**config.mk**
```make
export PLATFORM = sky130hd
export DESIGN_NAME = pwm_edge_sub
export DESIGN_NICKNAME = d
export VERILOG_FILES = /design/src/rtl/pwm_edge_pkg.sv /design/src/rtl/pwm_edge_regs.sv /design/src/rtl/pwm_edge_timer.sv /design/src/rtl/pwm_edge_pair.sv /design/src/rtl/pwm_edge_sub.sv
export SDC_FILE = /design/constraint.sdc
export NUM_CORES = 1
export LEC_CHECK = 0
export BUFFER_PORTS_ARGS = -buffer_cell sky130_fd_sc_hd__buf_2
export CAP_MARGIN = 20
export CORE_UTILIZATION = 40
export DETAILED_ROUTE_END_ITERATION = 8
export HOLD_SLACK_MARGIN = 0.06
export RECOVER_POWER = 50
export SYNTH_ARGS = -nofsm -noshare
export SYNTH_HDL_FRONTEND = slang
export SYNTH_SLANG_ARGS = --single-unit
```
**constraint.sdc**
```tcl
create_clock -name clk -period 5.32 [get_ports clk]
set_clock_uncertainty 0.15 [all_clocks]
set_input_delay 0.532 -clock clk [delete_from_list [all_inputs] [get_ports clk]]
set_output_delay 0.532 -clock clk [all_outputs]
set_load 0.005 [all_outputs]
```
**src/rtl/pwm_edge_pkg.sv**
```systemverilog
package pwm_edge_pkg;
  parameter int CW   = 16;
  parameter int NCMP = 6;
  parameter int AW   = 4;

  // Set/clear flop rule: clear dominates, so set+clear gives 0.
  function automatic logic sr_next(input logic q, input logic s, input logic r);
    if (r) return 1'b0;
    if (s) return 1'b1;
    return q;
  endfunction
endpackage

```
**src/rtl/pwm_edge_regs.sv**
```systemverilog
module pwm_edge_regs
  import pwm_edge_pkg::*;
#(
  parameter int P_CW   = CW,
  parameter int P_NCMP = NCMP,
  parameter int P_AW   = AW
) (
  input  logic                         clk,
  input  logic                         rst_n,
  input  logic                         wr_en,
  input  logic [P_AW-1:0]              wr_addr,
  input  logic [P_CW-1:0]              wr_data,
  output logic [P_NCMP-1:0][P_CW-1:0]  val_buf,
  output logic [P_CW-1:0]              init_buf,
  output logic                         half_en,
  output logic [P_NCMP-1:0]            ien,
  output logic [P_NCMP-1:0]            clr_pls
);
  localparam int A_INIT = P_NCMP;
  localparam int A_CTRL = P_NCMP + 1;
  localparam int A_IEN  = P_NCMP + 2;
  localparam int A_CLR  = P_NCMP + 3;

  for (genvar i = 0; i < P_NCMP; i++) begin : g_shadow
    always_ff @(posedge clk or negedge rst_n) begin
      if (!rst_n)                                val_buf[i] <= '0;
      else if (wr_en && wr_addr == P_AW'(i))     val_buf[i] <= wr_data;
    end
  end

  always_ff @(posedge clk or negedge rst_n) begin
    if (!rst_n) begin
      init_buf <= '0;
      half_en  <= 1'b0;
      ien      <= '0;
    end else if (wr_en) begin
      if (wr_addr == P_AW'(A_INIT)) init_buf <= wr_data;
      if (wr_addr == P_AW'(A_CTRL)) half_en  <= wr_data[0];
      if (wr_addr == P_AW'(A_IEN))  ien      <= wr_data[P_NCMP-1:0];
    end
  end

  assign clr_pls = (wr_en && wr_addr == P_AW'(A_CLR)) ? wr_data[P_NCMP-1:0] : '0;
endmodule

```
**src/rtl/pwm_edge_timer.sv**
```systemverilog
module pwm_edge_timer
  import pwm_edge_pkg::*;
#(
  parameter int P_CW   = CW,
  parameter int P_NCMP = NCMP
) (
  input  logic                         clk,
  input  logic                         rst_n,
  input  logic                         run,
  input  logic [P_NCMP-1:0][P_CW-1:0]  val_buf,
  input  logic [P_CW-1:0]              init_buf,
  input  logic                         half_en,
  output logic [P_CW-1:0]              cnt,
  output logic [P_NCMP-1:0]            hit,
  output logic [P_NCMP-1:0]            rise,
  output logic                         full_rld,
  output logic                         half_ld
);
  localparam int MOD_IDX  = 1;
  localparam int HALF_IDX = 0;

  logic [P_NCMP-1:0][P_CW-1:0] val_act;
  logic [P_NCMP-1:0]           hit_q;

  function automatic logic [P_CW-1:0] step_cnt(input logic [P_CW-1:0] c,
                                               input logic [P_CW-1:0] start,
                                               input logic wrap);
    return wrap ? start : c + 1'b1;
  endfunction

  for (genvar i = 0; i < P_NCMP; i++) begin : g_cmp
    assign hit[i]  = run && (cnt >= val_act[i]);
    assign rise[i] = hit[i] && !hit_q[i];
  end

  assign full_rld = hit[MOD_IDX];
  assign half_ld  = half_en && rise[HALF_IDX];

  always_ff @(posedge clk or negedge rst_n) begin
    if (!rst_n) begin
      cnt     <= '0;
      val_act <= '0;
      hit_q   <= '0;
    end else if (!run) begin
      cnt     <= init_buf;
      val_act <= val_buf;
      hit_q   <= '0;
    end else begin
      cnt   <= step_cnt(cnt, init_buf, full_rld);
      hit_q <= hit;
      if (full_rld || half_ld) val_act <= val_buf;
    end
  end
endmodule

```
**src/rtl/pwm_edge_pair.sv**
```systemverilog
module pwm_edge_pair
  import pwm_edge_pkg::*;
(
  input  logic clk,
  input  logic rst_n,
  input  logic run,
  input  logic set_hit,
  input  logic clr_hit,
  output logic q
);
  always_ff @(posedge clk or negedge rst_n) begin
    if (!rst_n)    q <= 1'b0;
    else if (!run) q <= 1'b0;
    else           q <= sr_next(q, set_hit, clr_hit);
  end
endmodule

```
**src/rtl/pwm_edge_sub.sv**
```systemverilog
module pwm_edge_sub
  import pwm_edge_pkg::*;
#(
  parameter int P_CW   = CW,
  parameter int P_NCMP = NCMP,
  parameter int P_AW   = AW
) (
  input  logic              clk,
  input  logic              rst_n,
  input  logic              run,
  input  logic              wr_en,
  input  logic [P_AW-1:0]   wr_addr,
  input  logic [P_CW-1:0]   wr_data,
  output logic [P_CW-1:0]   cnt,
  output logic              pwm_x,
  output logic              pwm_a,
  output logic              pwm_b,
  output logic [P_NCMP-1:0] trig,
  output logic              half_tick,
  output logic [P_NCMP-1:0] irq_flags,
  output logic              irq
);
  localparam int NOUT = P_NCMP / 2;

  logic [P_NCMP-1:0][P_CW-1:0] val_buf;
  logic [P_CW-1:0]             init_buf;
  logic                        half_en;
  logic [P_NCMP-1:0]           ien;
  logic [P_NCMP-1:0]           clr_pls;
  logic [P_NCMP-1:0]           hit;
  logic [P_NCMP-1:0]           rise;
  logic                        full_rld;
  logic                        half_ld;
  logic [NOUT-1:0]             pwm_vec;

  pwm_edge_regs #(.P_CW(P_CW), .P_NCMP(P_NCMP), .P_AW(P_AW)) u_regs (
    .clk(clk), .rst_n(rst_n), .wr_en(wr_en), .wr_addr(wr_addr), .wr_data(wr_data),
    .val_buf(val_buf), .init_buf(init_buf), .half_en(half_en), .ien(ien),
    .clr_pls(clr_pls)
  );

  pwm_edge_timer #(.P_CW(P_CW), .P_NCMP(P_NCMP)) u_timer (
    .clk(clk), .rst_n(rst_n), .run(run), .val_buf(val_buf), .init_buf(init_buf),
    .half_en(half_en), .cnt(cnt), .hit(hit), .rise(rise), .full_rld(full_rld),
    .half_ld(half_ld)
  );

  for (genvar k = 0; k < NOUT; k++) begin : g_out
    pwm_edge_pair u_pair (
      .clk(clk), .rst_n(rst_n), .run(run),
      .set_hit(hit[2*k]), .clr_hit(hit[2*k+1]), .q(pwm_vec[k])
    );
  end

  assign pwm_x = pwm_vec[0];
  assign pwm_a = pwm_vec[1];
  assign pwm_b = pwm_vec[2];

  always_ff @(posedge clk or negedge rst_n) begin
    if (!rst_n) begin
      trig      <= '0;
      half_tick <= 1'b0;
      irq_flags <= '0;
    end else begin
      trig      <= rise;
      half_tick <= rise[0];
      irq_flags <= (irq_flags & ~clr_pls) | rise;
    end
  end

  assign irq = |(irq_flags & ien);
endmodule

```
# Yosys cells after proc, flatten, opt, wreduce, memory -nomap -nowiden
# Cells that the tools add are included.
dict set report classes {
  n_addsub 1
  order_cmp 6
  n_eq_ne 13
  n_mux 36
  bitwise 4
  n_reduce_logical 32
}
# cell n
set op_table {}
lappend op_table {{96-bit two-way mux} 2}
lappend op_table {{16-bit greater-or-equal comparator} 6}
lappend op_table {{16-bit two-way mux} 2}
lappend op_table {{1-bit two-way mux} 30}
lappend op_table {{1-bit logical AND} 20}
lappend op_table {{16-bit by 1-bit adder with 16-bit output, second input constant} 1}
lappend op_table {{4-bit by 3-bit equality test with 1-bit output, second input constant} 4}
lappend op_table {{6-bit AND} 2}
lappend op_table {{6-bit two-way mux} 2}
lappend op_table {{3-bit by 1-bit inequality test with 1-bit output, second input constant} 3}
lappend op_table {{4-bit by 2-bit equality test with 1-bit output, second input constant} 2}
lappend op_table {{4-bit equality test, second input constant} 2}
lappend op_table {{1-bit logical NOT} 6}
lappend op_table {{6-bit NOT} 1}
lappend op_table {{6-bit bitwise OR} 1}
lappend op_table {{2-bit AND reduction} 3}
lappend op_table {{6-bit OR reduction} 1}
lappend op_table {{4-bit by 1-bit equality test with 1-bit output, second input constant} 1}
lappend op_table {{4-bit logical NOT} 1}
lappend op_table {{2-bit by 1-bit inequality test with 1-bit output, second input constant} 1}
lappend op_table {{1-bit logical OR} 1}
dict set report totals {
  regBits 253
  input_bits 24
  out_inout_bits 33
  word_cells 115
}

# Longest topological paths before layout
dict set report logic_depth {
  word_depth 9
  ltp_mapped 10
  mapped_depth_nobuf 8
}

# By module
# Synthesis repeated with hierarchy kept, for this count alone.
dict set report hier_totals {
  cells_unflattened 943
  hier_area_um2 12383.1
}
# module instances cells_per_inst area_each_um2 seq_area_each_um2
set modules_own_cells {}
lappend modules_own_cells {pwm_edge_timer 1 633 7116.8 2952.8}
lappend modules_own_cells {pwm_edge_regs 1 272 4737.0 2977.9}
lappend modules_own_cells {pwm_edge_sub 1 29 405.4 300.3}
lappend modules_own_cells {pwm_edge_pair 3 3 41.3 25.0}

# Least setup slack after synthesis
# No wires, ideal clock.
dict set report synth_timing {
  path_kind {flip-flop to flip-flop}
  startpoint {register u_timer.cnt[0]}
  endpoint {register u_timer.val_act[15] (netlist bit)}
  setup_ns 0.125
  arrival_ns 2.322
  required_time_ns 5.045
  path_slack_ns 2.723
  path_stages_with_launch 11
  n_path_buf 2
  synth_period_minus_slack_ns 2.597
  path_cell_list {dfrtp_1 inv_1 ha_1 nand2b_4 a2111oi_4 o31ai_1 a21oi_4 o21bai_4 buf_6 buf_6 mux2_4}
}
dict set report synth_between {
  elab_chain_cells 6
  elab_cells_between_ends 8
  classes_between {order compare (2); eq/ne (1); reduce/logical (5)}
}
# element line_no
set synth_lines {}
lappend synth_lines {{start: declaration} pwm_edge_timer.sv:13} ;# output logic [P_CW-1:0] cnt,
lappend synth_lines {{start signal: assignment} pwm_edge_timer.sv:45} ;# cnt <= init_buf;
lappend synth_lines {{start signal: assignment} pwm_edge_timer.sv:49} ;# cnt <= step_cnt(cnt, init_buf, full_rld);
lappend synth_lines {{16-bit greater-or-equal comparator} pwm_edge_timer.sv:32} ;# assign hit[i] = run && (cnt >= val_act[i]);
lappend synth_lines {{1-bit logical AND} pwm_edge_timer.sv:32}
lappend synth_lines {{1-bit logical AND} pwm_edge_timer.sv:33} ;# assign rise[i] = hit[i] && !hit_q[i];
lappend synth_lines {{1-bit logical AND} pwm_edge_timer.sv:37} ;# assign half_ld = half_en && rise[HALF_IDX];
lappend synth_lines {{1-bit logical OR *} pwm_edge_timer.sv:51} ;# if (full_rld || half_ld) val_act <= val_buf;
lappend synth_lines {{2-bit by 1-bit inequality test with 1-bit output (no line) *} n/a}
lappend synth_lines {{end signal: assignment} pwm_edge_timer.sv:46} ;# val_act <= val_buf;
lappend synth_lines {{end signal: assignment} pwm_edge_timer.sv:51}
lappend synth_lines {{end: declaration} pwm_edge_timer.sv:22} ;# logic [P_NCMP-1:0][P_CW-1:0] val_act;
# Mark *: on every way between the ends. The rest lies on a longest branch, timed or not.
# A chain may end at the register's enable or synchronous reset.

==> metrics.md <==
| Metric | Value |
|---|---|
| Register area share after synthesis | 51.85% |
| Global-route wire length before repair | 44.71 mm |
| Startpoint types | input port |
| Total power | 8.367 mW |
| Gr ovfl total | 0 |
| CTS H-Tree Depth | 1 |
| Setup WS post-layout | 1.661 ns |
| CTS clk-pin slew, worst paths | 0.06 ns |
| Async set or reset register ratio after synthesis | 100.0% |
| Final instance area | 0.01377 mm2 |
| Mean Syn Cell Area | 12.78 um2 |
| Post-Place Cells | 1385 |
| Synth Register Bits | 252 |
| Die X | 176.4 um |
| Fmax | 273.3 MHz |
| PwrDens | 607.7 mW/mm2 |
| Netlist cell types | 44 |
| Post-CTS setup buffer count | 0 |
| Max Cap Viol | 2 |
| Primary FF master, synth | dfrtp_1 |
| Share of layout cells above drive strength 1 | 30.28% |
| DR vias | 7450 |
| Area of the multi-input gates | 0.005349 mm2 |
| Critical Path Fanout Max | 121 |
| Fin Setup TNS | 0 ns |
| Worst vdd ir | 0.0002792 V |
| Die Y | 176.4 um |
| Antenna cell count | 0 |
| Yosys warning count | 0 |
| Syn Nets | 1073 |
| Cell with the most instances after synthesis | dfrtp_1 |
| DRT iter0 DRCs | 446 |
| Routed WL | 28.52 mm |
| Die area | 0.03111 mm2 |
| RSZ-0062 raised after global routing | false |
| Skew-Pair Late Insertion Delay | 0.54 ns |
| Rows | 63 |
| Vias in the first global route | 7647 |
| Post-CTS Hold Buffers | 1 |
| Arr. time, crit path | 4.11 ns |
| Crit share post-route | 68.79% |
| Hold Worst Slack | 0.1791 ns |
| Top post-synthesis cells by count | dfrtp_1 (252), mux2_2 (176), ha_1 (97) |
| Layout Nets | 1147 |
| Final ANT Viol Nets | 0 |
| Worst-margin pin slew | 3.035 ns |
| Area leader, netlist | dfrtp_1 |
| Initial antenna violation count | 0 |
| GR Util All Layers | 19.09% |
| DP Area | 0.01290 mm2 |
| Failing checks | max-capacitance violations, max-slew violations |
| # fillers | 2771 |
| Post-synth EDFFs | 0 |
| CTS tree | built |
| Core Area | 0.02980 mm2 |
| Worst-case clock buffer depth | 3 |
| Final core area utilization | 46.20% |
| Top Ports | 57 |
| HPWL after detailed placement | 19.85 mm |
| DRC | 0 |
| Initial Util | 40.82% |
| Gpl congestion | 0.8122 |
| Pin count of the biggest net entering global routing | 122 |
| Finished Layout Cells | 1437 |
| Status | finished with violations |
| 1st-pass router iterations | 5 |
| Syn Inst Count | 952 |
| P&R area growth vs syn | 13.19% |
| Hold Crit Class | in2reg |
| Slew HR | -102.3% |
| Final setup viols | 0 |
| Fin crit period | 3.659 ns |
| Req. time, crit path | 5.77 ns |
| Final Hold Viols | 0 |
| DR vias/cell | 5.184 |
| # resized after CTS | 0 |
| Leakage Power | 6.630 nW |
| Port-buffer cells | 56 |
| Sequential Area | 0.006306 mm2 |
| Clock tree sinks | 252 |
| Yosys top cell area share | 51.85% |
| Setup CP Type | in2async |
| Worst setup EP type | async pin |
| Root Driver | clkbuf_16 |
| Post-Place Worst Slack | 1.870 ns |
| Max Transition Viols Final | 139 |
| Routed len/inst | 19.85 um |
| Cell Area, Synth | 0.01216 mm2 |
| Synth area leaders | dfrtp_1 (52%), mux2_2 (16%), ha_1 (10%) |
| CTS buffer count | 28 |
-- layout make-up --
cell class | instances | share of cell area, %
Sequential cell | 252 | 45.81
Clock inverter | 8 | 0.4999
Multi-Input combinational cell | 578 | 38.85
Tap cell | 390 | 3.544
Inverter | 96 | 2.617
Timing Repair Buffer | 70 | 2.590
Clock buffer | 43 | 6.089
-- worst max-delay path, cell delays in order --
cell	delay, ns
dlygate4sd3_1	0.52
clkbuf_2	2.08
buf_4	0.82
-- path summary, 6_finish.rpt --
kind	startpoint	endpoint	slack (ns)	depth (start not counted)
min in group asynchronous	rst_n	u_regs.val_buf[49]	1.34	2
hold reg to reg	u_timer.hit_q[1]	trig[1]	0.30	1
setup / recovery	rst_n	u_regs.val_buf[92]	1.66	3
max in group clk	u_timer.cnt[0]	u_timer.val_act[54]	1.81	9
hold / removal	wr_data[15]	u_regs.val_buf[15]	0.18	2
setup reg to reg	u_timer.cnt[0]	u_timer.val_act[54]	1.81	9
-- sequential cells by signal, summed over array words and instances, names as in the netlist, 6 cells and up --
register         count
u_timer.val_act     96
u_regs.ien           6
u_timer.cnt         16
u_timer.hit_q        6
u_regs.val_buf      96
irq_flags            6
u_regs.init_buf     16
trig                 6
-- where the power goes --
part           total (mW)  switching, mW  internal (mW)
registers            3.15          0.553           2.60
clock network        1.89          0.762           1.13
logic                3.33           1.67           1.65
-- metal layers --
layer	wire [um]	up-vias	part of all wire [%]	GRT usage (%)
met4	728	0	2.6	5.280
met5	0	-	0	0
met2	13290	153	47	30.92
met3	1209	46	4.2	2.821
met1	13300	3775	47	26.62
li1	-	3476	-	-
-- kinds of logic after synthesis --
| kind of cell | count (synthesis) | share of synthesized area [%] |
|---|---|---|
| mux | 216 | 21.23 |
| simple gates | 137 | 5.555 |
| flops | 252 | 51.85 |
| fa+ha+maj | 97 | 9.978 |
| compound gates | 114 | 6.213 |
| xor+xnor | 14 | 1.008 |
| buf+inv | 122 | 4.166 |
-- placed cells by master (no fill, tap or decap), drive strengths merged, types with 11 or more instances in the layout --
master	synthesis	final
nand3	12	12
mux2	216	216
nand4	14	14
o21ai	35	35
buf	14	51
a21oi	33	33
ha	97	97
dfrtp	252	252
nor2	22	22
nand2	51	51
inv	96	96
clkbuf	12	61
nor2b	11	11
Note: power is estimated with default switching activity, not from simulation.
